## src/rtl/ta_pkg.sv

```systemverilog
package ta_pkg;

  typedef enum logic [1:0] {
    SQ_IDLE  = 2'd0,
    SQ_ARMED = 2'd1,
    SQ_OPEN  = 2'd2
  } seq_state_e;

  // Width needed to hold the larger of two interval lengths
  function automatic int unsigned span_width(input int unsigned a, input int unsigned b);
    int unsigned m;
    m = (a > b) ? a : b;
    return (m < 2) ? 1 : $clog2(m + 1);
  endfunction

  // True when a down-counter stands on the last cycle of its interval
  function automatic logic is_last_tick(input int unsigned remaining);
    return remaining == 1;
  endfunction

endpackage

```

## src/rtl/ta_bus_decode.sv

```systemverilog
module ta_bus_decode #(
  parameter int ADDR_W = 8,
  parameter int DATA_W = 8,
  parameter logic [ADDR_W-1:0] KEY_ADDR  = 8'hC7,
  parameter logic [ADDR_W-1:0] DEMO_ADDR = 8'h9B
) (
  input  logic              ce,
  input  logic [ADDR_W-1:0] bus_addr,
  input  logic              bus_we,
  input  logic [DATA_W-1:0] key_rd,
  input  logic [DATA_W-1:0] demo_rd,
  output logic              key_wr,
  output logic              demo_wr_req,
  output logic [DATA_W-1:0] bus_rdata
);

  logic hit_key;
  logic hit_demo;

  assign hit_key     = (bus_addr == KEY_ADDR);
  assign hit_demo    = (bus_addr == DEMO_ADDR);
  assign key_wr      = ce && bus_we && hit_key;
  assign demo_wr_req = ce && bus_we && hit_demo;

  always_comb begin
    if (hit_key)       bus_rdata = key_rd;
    else if (hit_demo) bus_rdata = demo_rd;
    else               bus_rdata = '0;
  end

endmodule

```

## src/rtl/ta_key_reg.sv

```systemverilog
module ta_key_reg #(
  parameter int DATA_W = 8,
  parameter logic [DATA_W-1:0] RST_VAL = 8'hFF
) (
  input  logic              clk,
  input  logic              rst,
  input  logic              key_wr,
  input  logic [DATA_W-1:0] wdata,
  output logic [DATA_W-1:0] key_q
);

  always_ff @(posedge clk) begin
    if (rst)         key_q <= RST_VAL;
    else if (key_wr) key_q <= wdata;
  end

  AST_KEY_READBACK: assert property (@(posedge clk) disable iff (rst)
    key_wr |=> (key_q == $past(wdata)));

  AST_KEY_HOLD: assert property (@(posedge clk) disable iff (rst)
    !key_wr |=> $stable(key_q));

endmodule

```

## src/rtl/ta_seq_fsm.sv

```systemverilog
module ta_seq_fsm
  import ta_pkg::*;
#(
  parameter int DATA_W = 8,
  parameter logic [DATA_W-1:0] KEY_ARM  = 8'hAA,
  parameter logic [DATA_W-1:0] KEY_OPEN = 8'h55,
  parameter int GAP_LIM = 3,
  parameter int WIN_LEN = 3
) (
  input  logic              clk,
  input  logic              rst,
  input  logic              ce,
  input  logic              key_wr,
  input  logic [DATA_W-1:0] wdata,
  output logic              permit,
  output logic              ev_arm,
  output logic              ev_unlock,
  output logic              ev_abort,
  output logic              ev_expire
);

  localparam int CNT_W = span_width(GAP_LIM, WIN_LEN);
  localparam logic [CNT_W-1:0] GAP_INIT = CNT_W'(GAP_LIM);
  localparam logic [CNT_W-1:0] WIN_INIT = CNT_W'(WIN_LEN);

  seq_state_e       state_q, state_d;
  logic [CNT_W-1:0] cnt_q, cnt_d;

  logic is_arm_val;
  logic is_open_val;
  logic last_tick;

  assign is_arm_val  = (wdata == KEY_ARM);
  assign is_open_val = (wdata == KEY_OPEN);
  assign last_tick   = is_last_tick(int'(cnt_q));

  always_comb begin
    state_d   = state_q;
    cnt_d     = cnt_q;
    ev_arm    = 1'b0;
    ev_unlock = 1'b0;
    ev_abort  = 1'b0;
    ev_expire = 1'b0;
    if (ce) begin
      unique case (state_q)
        SQ_IDLE: begin
          if (key_wr && is_arm_val) begin
            state_d = SQ_ARMED;
            cnt_d   = GAP_INIT;
            ev_arm  = 1'b1;
          end
        end
        SQ_ARMED: begin
          if (key_wr) begin
            if (is_open_val) begin
              state_d   = SQ_OPEN;
              cnt_d     = WIN_INIT;
              ev_unlock = 1'b1;
            end else if (is_arm_val) begin
              cnt_d  = GAP_INIT;
              ev_arm = 1'b1;
            end else begin
              state_d  = SQ_IDLE;
              cnt_d    = '0;
              ev_abort = 1'b1;
            end
          end else if (last_tick) begin
            state_d   = SQ_IDLE;
            cnt_d     = '0;
            ev_expire = 1'b1;
          end else begin
            cnt_d = cnt_q - 1'b1;
          end
        end
        SQ_OPEN: begin
          if (key_wr) begin
            if (is_arm_val) begin
              state_d = SQ_ARMED;
              cnt_d   = GAP_INIT;
              ev_arm  = 1'b1;
            end else begin
              state_d  = SQ_IDLE;
              cnt_d    = '0;
              ev_abort = 1'b1;
            end
          end else if (last_tick) begin
            state_d   = SQ_IDLE;
            cnt_d     = '0;
            ev_expire = 1'b1;
          end else begin
            cnt_d = cnt_q - 1'b1;
          end
        end
        default: begin
          state_d = SQ_IDLE;
          cnt_d   = '0;
        end
      endcase
    end
  end

  always_ff @(posedge clk) begin
    if (rst) begin
      state_q <= SQ_IDLE;
      cnt_q   <= '0;
    end else begin
      state_q <= state_d;
      cnt_q   <= cnt_d;
    end
  end

  assign permit = (state_q == SQ_OPEN);

  // Checker counter: enabled cycles spent in the open window
  logic [CNT_W:0] open_run_q;
  always_ff @(posedge clk) begin
    if (rst)                       open_run_q <= '0;
    else if (state_q != SQ_OPEN)   open_run_q <= '0;
    else if (ce)                   open_run_q <= open_run_q + 1'b1;
  end

  AST_WIN_BOUNDED: assert property (@(posedge clk) disable iff (rst)
    permit |-> (open_run_q < (CNT_W+1)'(WIN_LEN)));

  AST_UNLOCK_OPENS: assert property (@(posedge clk) disable iff (rst)
    ev_unlock |=> permit);

  AST_NO_OPEN_FROM_IDLE: assert property (@(posedge clk) disable iff (rst)
    (state_q == SQ_IDLE) |=> !permit);

  AST_ABORT_IDLE: assert property (@(posedge clk) disable iff (rst)
    (ce && key_wr && state_q == SQ_ARMED && !is_arm_val && !is_open_val)
      |=> (state_q == SQ_IDLE));

  AST_KEY_CLOSES_WIN: assert property (@(posedge clk) disable iff (rst)
    (ce && key_wr && permit) |=> !permit);

  AST_HOLD_NO_CE: assert property (@(posedge clk) disable iff (rst)
    !ce |=> ($stable(state_q) && $stable(cnt_q)));

  AST_EVENTS_EXCLUSIVE: assert property (@(posedge clk) disable iff (rst)
    $onehot0({ev_arm, ev_unlock, ev_abort, ev_expire}));

endmodule

```

## src/rtl/ta_demo_reg.sv

```systemverilog
module ta_demo_reg #(
  parameter int DATA_W = 8,
  parameter logic [DATA_W-1:0] RST_VAL = '0
) (
  input  logic              clk,
  input  logic              rst,
  input  logic              wr_req,
  input  logic              permit,
  input  logic [DATA_W-1:0] wdata,
  output logic [DATA_W-1:0] q
);

  logic wr_ok;
  assign wr_ok = wr_req && permit;

  always_ff @(posedge clk) begin
    if (rst)        q <= RST_VAL;
    else if (wr_ok) q <= wdata;
  end

  AST_DEMO_LOCKED: assert property (@(posedge clk) disable iff (rst)
    !permit |=> $stable(q));

  AST_DEMO_LOADS: assert property (@(posedge clk) disable iff (rst)
    (wr_req && permit) |=> (q == $past(wdata)));

endmodule

```

## src/rtl/ta_guard.sv

```systemverilog
module ta_guard #(
  parameter int ADDR_W = 8,
  parameter int DATA_W = 8,
  parameter logic [ADDR_W-1:0] KEY_ADDR  = 8'hC7,
  parameter logic [ADDR_W-1:0] DEMO_ADDR = 8'h9B,
  parameter logic [DATA_W-1:0] KEY_ARM   = 8'hAA,
  parameter logic [DATA_W-1:0] KEY_OPEN  = 8'h55,
  parameter logic [DATA_W-1:0] KEY_RST   = 8'hFF,
  parameter int GAP_LIM = 3,
  parameter int WIN_LEN = 3
) (
  input  logic              clk,
  input  logic              rst,
  input  logic              ce,
  input  logic [ADDR_W-1:0] bus_addr,
  input  logic [DATA_W-1:0] bus_wdata,
  input  logic              bus_we,
  output logic [DATA_W-1:0] bus_rdata,
  output logic              wr_permit,
  output logic [DATA_W-1:0] demo_q
);

  logic              key_wr;
  logic              demo_wr_req;
  logic [DATA_W-1:0] key_q;
  logic              ev_arm, ev_unlock, ev_abort, ev_expire;

  ta_bus_decode #(
    .ADDR_W(ADDR_W), .DATA_W(DATA_W),
    .KEY_ADDR(KEY_ADDR), .DEMO_ADDR(DEMO_ADDR)
  ) u_dec (
    .ce(ce), .bus_addr(bus_addr), .bus_we(bus_we),
    .key_rd(key_q), .demo_rd(demo_q),
    .key_wr(key_wr), .demo_wr_req(demo_wr_req), .bus_rdata(bus_rdata)
  );

  ta_key_reg #(.DATA_W(DATA_W), .RST_VAL(KEY_RST)) u_key (
    .clk(clk), .rst(rst), .key_wr(key_wr), .wdata(bus_wdata), .key_q(key_q)
  );

  ta_seq_fsm #(
    .DATA_W(DATA_W), .KEY_ARM(KEY_ARM), .KEY_OPEN(KEY_OPEN),
    .GAP_LIM(GAP_LIM), .WIN_LEN(WIN_LEN)
  ) u_seq (
    .clk(clk), .rst(rst), .ce(ce), .key_wr(key_wr), .wdata(bus_wdata),
    .permit(wr_permit), .ev_arm(ev_arm), .ev_unlock(ev_unlock),
    .ev_abort(ev_abort), .ev_expire(ev_expire)
  );

  ta_demo_reg #(.DATA_W(DATA_W), .RST_VAL('0)) u_demo (
    .clk(clk), .rst(rst), .wr_req(demo_wr_req), .permit(wr_permit),
    .wdata(bus_wdata), .q(demo_q)
  );

  AST_EXPIRE_CLOSES: assert property (@(posedge clk) disable iff (rst)
    (ev_expire && wr_permit) |=> !wr_permit);

  AST_ABORT_CLOSES: assert property (@(posedge clk) disable iff (rst)
    ev_abort |=> !wr_permit);

  AST_ARM_NO_PERMIT: assert property (@(posedge clk) disable iff (rst)
    ev_arm |=> !wr_permit);

endmodule

```

## config.mk

```make
export PLATFORM = sky130hd
export DESIGN_NAME = ta_guard
export DESIGN_NICKNAME = d
export VERILOG_FILES = /design/src/rtl/ta_pkg.sv /design/src/rtl/ta_bus_decode.sv /design/src/rtl/ta_key_reg.sv /design/src/rtl/ta_seq_fsm.sv /design/src/rtl/ta_demo_reg.sv /design/src/rtl/ta_guard.sv
export SDC_FILE = /design/constraint.sdc
export NUM_CORES = 1
export LEC_CHECK = 0
export BUFFER_PORTS_ARGS = -buffer_cell sky130_fd_sc_hd__buf_2
export CELL_PAD_IN_SITES_DETAIL_PLACEMENT = 0
export CELL_PAD_IN_SITES_GLOBAL_PLACEMENT = 1
export CORE_MARGIN = 3
export CORE_UTILIZATION = 25
export CTS_CLUSTER_DIAMETER = 80
export DETAILED_ROUTE_END_ITERATION = 7
export GPL_ROUTABILITY_DRIVEN = 1
export PLACE_DENSITY = 0.61
export SLEW_MARGIN = 20
export SYNTH_ARGS = -nofsm -noshare
export SYNTH_HDL_FRONTEND = slang
export SYNTH_SLANG_ARGS = --single-unit
```

## constraint.sdc

```tcl
create_clock -name clk -period 3.8 [get_ports clk]
set_clock_uncertainty 0.15 [all_clocks]
set_input_delay 1.14 -clock clk [delete_from_list [all_inputs] [get_ports clk]]
set_output_delay 1.14 -clock clk [all_outputs]
set_load 0.01 [all_outputs]
```

* Word-level counts from Yosys, hierarchy flattened *
Cells that the tools add are included.

storage, ports and cells
  register bits = 20
  output and inout port bits = 17
  bits of input ports = 20
  word-level logic and storage cells = 39

cells by class
  add/sub/neg operators = 1
  mux-type cells = 17
  reductions and logical operators = 8
  eq/ne operators = 9

operators by type and width
  operator             count
  $eq 8x8->1 const B   3
  $mux 2               12
  $mux 8               2
  $pmux 2 s3           2
  $eq 8x7->1 const B   1
  $logic_and 1x1->1    5
  $eq 2x1->1 const B   2
  $ne 4x4->1 const B   1
  $reduce_and 3->1     1
  $eq 2x2->1 const B   1
  $logic_not 2->1      1
  $ne 2x1->1 const B   1
  $reduce_and 2->1     1
  $sub 2x1->2 const B  1
  $mux 1               1

* Logic depth before layout (Yosys ltp) *
Gate-level depths: netlist of run 1.

  word-level depth = 5
  depth in mapped cells = 6
  mapped depth without buffers = 5

* By module *
Synthesis of run 1 repeated with hierarchy kept, for this count alone.

unflattened totals
  cells, all modules = 145
  area total of the unflattened synthesis = 1,330.0 µm²

modules (own cells, without submodules)
  module         area each (µm²)  sequential area each (µm²)  cells each  times used
  ta_seq_fsm     478.0            80.1                        55          1
  ta_demo_reg    366.6            160.2                       37          1
  ta_key_reg     302.8            160.2                       26          1
  ta_bus_decode  182.7            0.0                         27          1

* Worst setup path after synthesis of run 1 *
OpenSTA, ideal clock, no wires.

  kind = input to output
  from = input bus_addr[5]
  to = output bus_rdata[0]
  arrival = 1.995 ns
  cell stages on the path = 3
  slack = 0.515 ns
  cell sequence = and4b_1 -> nor4b_4 -> a22o_1

on the way
  cells in the longest elaborated chain, start to end = 3
  elaborated cells between the ends (all ways) = 4
  those cells by class = 2 x eq/ne; 2 x mux

RTL lines
  item                RTL line             RTL
  start: declaration  ta_guard.sv:15       input logic [ADDR_W-1:0] bus_addr,
  $eq 8x8->1          ta_bus_decode.sv:21  assign hit_demo = (bus_addr == DEMO_ADDR);
  $mux 8              ta_bus_decode.sv:27  else if (hit_demo) bus_rdata = demo_rd;
  $mux 8 (*)          ta_bus_decode.sv:26  if (hit_key) bus_rdata = key_rd;
  end: declaration    ta_guard.sv:18       output logic [DATA_W-1:0] bus_rdata,

Mark *: on every way between the ends. The rest lies on a longest branch, timed or not.

* Worst setup path in the final report of run 1 *
  from = input bus_addr[5]
  to = output bus_rdata[5]

The elaborated chain is that of the path after synthesis.

==> results of run 1 <==
[registers in the layout (all words and copies together) (netlist names)]
register / flops
u_seq.cnt_q: 2
u_key.key_q: 8
u_demo.q: 8
u_seq.state_q: 2
[cell type report]
type | count | area (um^2) | area share [%]
multi-input combinational | 89 | 607 | 45.1
clock buffer | 3 | 41.3 | 3.07
sequential | 20 | 400 | 29.8
clock inverter | 1 | 30.0 | 2.23
inverter | 3 | 11.3 | 0.837
tap | 48 | 60.1 | 4.47
timing repair buffer | 38 | 195 | 14.5
[metal layers]
metal / wire, um / vias to the layer above
li1: - / 502
met1: 1350 / 494
met2: 1440 / 21
met3: 112 / 6
met4: 54 / 0
met5: 0 / -
[worst reg2reg max path: stages, from the launching register on]
cell     delay [ns]
dfxtp_1        0.42
inv_1          0.08
nor2_1         0.23
and3_1         0.55
mux2i_1        0.26
nor2_1         0.06
[logic make-up (layout without fill, tap and decap cells)]
logic type | Yosys count | count (layout) | share of synthesized area [%]
muxes | 8 | 8 | 7.62
AOI/OAI and AO/OA | 23 | 23 | 17.5
buffers and inverters | 9 | 45 | 4.17
adders and majority gates | 1 | 1 | 1.19
DFF | 20 | 20 | 38.1
and+or+nand+nor | 57 | 57 | 31.4
[cells in the final DEF (no fill, tap or decap), types with 2 or more instances in the layout]
master / count
a211oi_1: 2
nor2_1: 14
nand3b_1: 8
or4bb_1: 2
inv_1: 3
nand2_1: 19
o21ai_0: 4
dfxtp_1: 20
a21oi_1: 2
a22o_1: 8
buf_4: 2
nand4bb_1: 2
clkbuf_8: 3
and2_1: 2
buf_2: 36
a32o_1: 2
and3_1: 2
mux2i_1: 8
[worst paths after layout]
path                            endpoint  slack (ns)                           from  depth (start not counted)
min          u_key.key_q[7]$_SDFFE_PP1P_        0.33    u_key.key_q[7]$_SDFFE_PP1P_                          2
max                         bus_rdata[5]        0.26                    bus_addr[5]                          6
max reg2reg     u_demo.q[4]$_SDFFE_PP0P_        1.94  u_seq.state_q[1]$_SDFFE_PP0P_                          5
min reg2reg  u_key.key_q[7]$_SDFFE_PP1P_        0.33    u_key.key_q[7]$_SDFFE_PP1P_                          2
[power by group]
part	total (mW)	switching, mW	internal [mW]
clock	0.214	0.0733	0.141
sequential	0.209	0.0000558	0.209
combinational	0.0287	0.0154	0.0132
==> impl_metrics.json, run 1 <==
{
  "rows": 22,
  "start_util_pct": 27.3,
  "layout.nets": 176,
  "wl_um": 2950,
  "routedWlPerCell_um": 14.6,
  "first_global_vias": 1010,
  "crit_family": "simple AND/OR/NAND/NOR gates",
  "timing.hold.ws_ns": 0.327,
  "hpwl_um": 2160,
  "routed_via_density": 5.06,
  "cts.sinks": 20,
  "met3_usage_pct": 2.56,
  "yosysTopAreaCellShare_pct": 38.1,
  "utilization_pct": 34.9,
  "yosysMostFrequentCell": "dfxtp_1",
  "setup_slack_ns": 0.262,
  "clkTransAtPathRegs_ns": 0.08,
  "dp_slack_ns": 0.276,
  "seq_area_frac_synth_pct": 38.1,
  "rsz0062_at_grt": "false",
  "synth_cell_types": 32,
  "slew_headroom_pct": 63.8,
  "clockBufferDepth": 2,
  "required_ns": 2.51,
  "detail_route.first_pass.iterations": 5,
  "critPathKind": "in2out",
  "tightest_slew_ns": 0.543,
  "hold_class": "reg2reg",
  "critPathMaxStageDelay_ns": 0.29,
  "synth_edf_count": 0,
  "start_kind": "input port",
  "clk_latency_ns": 0.26,
  "h-tree-depth": 1,
  "grt_use_total_pct": 12.1,
  "cts-resized-gates": 0,
  "power_mw": 0.452,
  "synth_ff_type": "dfxtp_1",
  "syn_area_um2": 1050,
  "endpoint_kind": "output port",
  "io_pins": 37,
  "layout_min_cycle_time_ns": 3.54,
  "maxCapViolCount": 0,
  "status": "finished clean",
  "fmax_mhz": 283,
  "portBuffers": 36,
  "synthTopCellsByCount": "dfxtp_1 (20), nand2_1 (19), nor2_1 (14)",
  "min_period_over_period_pct": 93.1,
  "root_buffer": "clkbuf_8",
  "cp_max_fo": 9,
  "die_h_um": 70.8,
  "grt_start_max_net_pins": 21,
  "fin_cells": 202,
  "cp.arrival_ns": 2.25,
  "core_area_um2": 3850,
  "gp_congestion": 0.711,
  "synth_area_leaders": "dfxtp_1 (38%), mux2i_1 (7.6%), nand2_1 (6.8%)",
  "synth.avg_cell_area_um2": 8.91,
  "vdd_drop_max_v": 0.000142,
  "synthArstFlopShare_pct": 0,
  "crit_top_cell": "buf_2",
  "setup_viol": 0,
  "grt_antenna_before_repair": 0,
  "grt-ovfl-total": 0,
  "powerDensity_nw_per_um2": 336,
  "synth_warnings": 0,
  "die_x_um": 70.8,
  "drv_slew": 0,
  "area_growth_pct": 28.0,
  "p_leak_nw": 0.590,
  "final_hold_viol_count": 0,
  "placed_area_um2": 1270,
  "yosysTopAreaCell": "dfxtp_1",
  "met1_usage_pct": 14.7,
  "n_antenna_cell": 0,
  "drive_above_1_share_pct": 29.9,
  "drt-initial-drc-count": 39,
  "dieArea_um2": 5020,
  "ant_nets": 0,
  "critPathBufInv": 3,
  "grt_pass1_wl_um": 4880,
  "cts_made_buffers": 3,
  "fill_cells": 430,
  "drc": 0,
  "synth-seq-cells": 20,
  "syn-num-nets": 139,
  "use_met2_pct": 20.6,
  "syn-instance-count": 118,
  "crit_chain": "buf_2, and4b_1, nor4b_4, buf_4, a22o_1, buf_2",
  "cts_tree": "built",
  "grt_busiest_layer": "met2",
  "postCtsHoldBufs": 0,
  "post_cts_buffers": 0,
  "vias": 1023,
  "slowest_stage": "and4b_1",
  "dp.cells": 198,
  "fin_tns_setup_ns": 0,
  "design_area_um2": 1350
}
Power figures use the tool's default switching activity.
==> run 2, diff against run 1 <==
--- a/config.mk
+++ b/config.mk
@@ -9,12 +9,13 @@
 export CELL_PAD_IN_SITES_DETAIL_PLACEMENT = 0
 export CELL_PAD_IN_SITES_GLOBAL_PLACEMENT = 1
 export CORE_MARGIN = 3
-export CORE_UTILIZATION = 25
+export CORE_UTILIZATION = 41
 export CTS_CLUSTER_DIAMETER = 80
 export DETAILED_ROUTE_END_ITERATION = 7
 export GPL_ROUTABILITY_DRIVEN = 1
-export PLACE_DENSITY = 0.61
+export PLACE_DENSITY = 0.86
 export SLEW_MARGIN = 20
 export SYNTH_ARGS = -nofsm -noshare
 export SYNTH_HDL_FRONTEND = slang
+export SYNTH_HIERARCHICAL = 1
 export SYNTH_SLANG_ARGS = --single-unit
==> impl_metrics.json, run 2 <==
{
  "status": "finished clean",
  "dieArea_um2": 3830,
  "setup_viol": 0,
  "maxCapViolCount": 0,
  "grt-ovfl-total": 0,
  "crit_end": "bus_rdata[4]",
  "rsz0062_at_grt": "false",
  "swShare_pct": 21.4,
  "utilization_pct": 52.2,
  "tightest_slew_ns": 0.702,
  "root_buffer": "clkbuf_4",
  "rows": 19,
  "mostFrequentLayoutCells": "buf_2 (36), dfxtp_1 (20), nor2_1 (14), a21oi_1 (10), nor2b_1 (9)",
  "synth_warnings": 6,
  "placed_area_um2": 1450,
  "hold_class": "reg2reg",
  "clockBufferDepth": 2,
  "setup_slack_ns": 0.346,
  "ant_nets": 0,
  "core_area_um2": 2880,
  "required_ns": 2.51,
  "cp.arrival_ns": 2.16,
  "gp_congestion": 0.879,
  "drc": 0,
  "reg2reg_depth": 6,
  "dp_slack_ns": 0.350,
  "start_kind": "input port",
  "powerDensity_nw_per_um2": 279,
  "fmax_mhz": 290,
  "crit_start": "bus_addr[2]",
  "grt_pass1_wl_um": 4950,
  "clkTransAtPathRegs_ns": 0.13,
  "layout_min_cycle_time_ns": 3.45,
  "die_h_um": 61.9,
  "slew_headroom_pct": 53.2,
  "io_pins": 37,
  "routedWlPerCell_um": 14.6,
  "fill_cells": 288,
  "vdd_drop_max_v": 0.000227,
  "wl_um": 3070,
  "hpwl_um": 2200,
  "combPwrFrac_pct": 7.2,
  "grt_antenna_before_repair": 0,
  "clk_latency_ns": 0.30,
  "detail_route.first_pass.iterations": 4,
  "h-tree-depth": 1,
  "r2r_end": "u_seq/state_q[1]$_SDFFE_PP0P_",
  "synth.avg_cell_area_um2": 9.42,
  "drt-initial-drc-count": 73,
  "p_leak_nw": 0.631,
  "drv_slew": 0,
  "die_x_um": 61.9,
  "cts_made_buffers": 3,
  "r2r_slack_ns": 1.74,
  "hp-start": "u_seq/state_q[0]$_SDFFE_PP0P_",
  "grt_start_max_net_pins": 23,
  "vias": 1137,
  "min_period_over_period_pct": 90.9,
  "critPathKind": "in2out",
  "n_antenna_cell": 0,
  "fin_tns_setup_ns": 0,
  "cts-resized-gates": 0,
  "cp_max_fo": 9,
  "cts.sinks": 20,
  "post_cts_buffers": 0,
  "postCtsHoldBufs": 0,
  "syn-num-nets": 161,
  "drive_above_1_share_pct": 37.3,
  "start_util_pct": 44.5,
  "syn_area_um2": 1280,
  "endpoint_kind": "output port",
  "first_global_vias": 1093,
  "layout.nets": 195,
  "routed_via_density": 5.39,
  "syn-instance-count": 136,
  "area_growth_pct": 17.2,
  "intPower_mw": 0.329,
  "final_hold_viol_count": 0,
  "reg.largest.list": "u_demo/q: 8 flops, u_key/key_q: 8 flops",
  "layout_commonest_cell": "buf_2",
  "grt_use_total_pct": 17.1,
  "netSwitchingPower_mw": 0.0898,
  "portBuffers": 36,
  "power_frac_clock_pct": 42.8,
  "cts_tree": "built",
  "reg2reg_from": "u_seq/state_q[0]$_SDFFE_PP0P_",
  "design_area_um2": 1500,
  "seqPwrFrac_pct": 50.1
}
-- run 2: final cells by class --
cell class	instances	area, um^2	share of cell area [%]
Multi-Input combinational cell	100	771	51.3
Inverter	6	22.5	1.50
Tap cell	42	52.6	3.50
Timing Repair Buffer	39	203	13.5
Sequential cell	20	400	26.7
Clock buffer	3	22.5	1.50
Clock inverter	1	30.0	2.00
-- run 2: worst min path at each step --
| stage | end | slack [ns] | cells past startpoint |
|---|---|---|---|
| after floorplan | u_seq/state_q[0]$_SDFFE_PP0P_ | 0.33 | 2 |
| after global placement | u_seq/state_q[0]$_SDFFE_PP0P_ | 0.36 | 2 |
| after detailed placement | u_seq/state_q[0]$_SDFFE_PP0P_ | 0.36 | 2 |
| after CTS | u_seq/state_q[0]$_SDFFE_PP0P_ | 0.40 | 2 |
| after global routing | u_seq/state_q[0]$_SDFFE_PP0P_ | 0.42 | 2 |
| final | u_seq/state_q[0]$_SDFFE_PP0P_ | 0.39 | 2 |
-- run 2: power groups by stage --
stage	logic (mW)	registers (mW)	clock network (mW)
after floorplan	0.0131	0.214	0
after global placement	0.0292	0.214	0
after detailed placement	0.0300	0.214	0
after CTS	0.0303	0.210	0.183
after global routing	0.0332	0.210	0.192
final	0.0301	0.210	0.179
-- run 2: worst max-delay path, stage by stage --
cell	delay, ns
buf_2	0.10
and4bb_1	0.49
a22oi_1	0.16
nor2_1	0.13
buf_2	0.15
-- run 2: through the flow --
step	cells	hold WS, ns	power [mW]
final	211	0.389	0.419
after global routing	211	0.420	0.435
after CTS	211	0.398	0.423
after detailed placement	207	0.365	0.244
after global placement	207	0.358	0.244
after floorplan	136	0.332	0.228
-- run 2: metal layers --
metal  GRT usage (%)  part of all wire [%]  up-vias
met5               0                     0        -
met4            4.24                  0.65        0
met3            2.89                   5.3        2
met1            21.8                    46      533
li1                -                     -      569
met2            30.0                    48       33
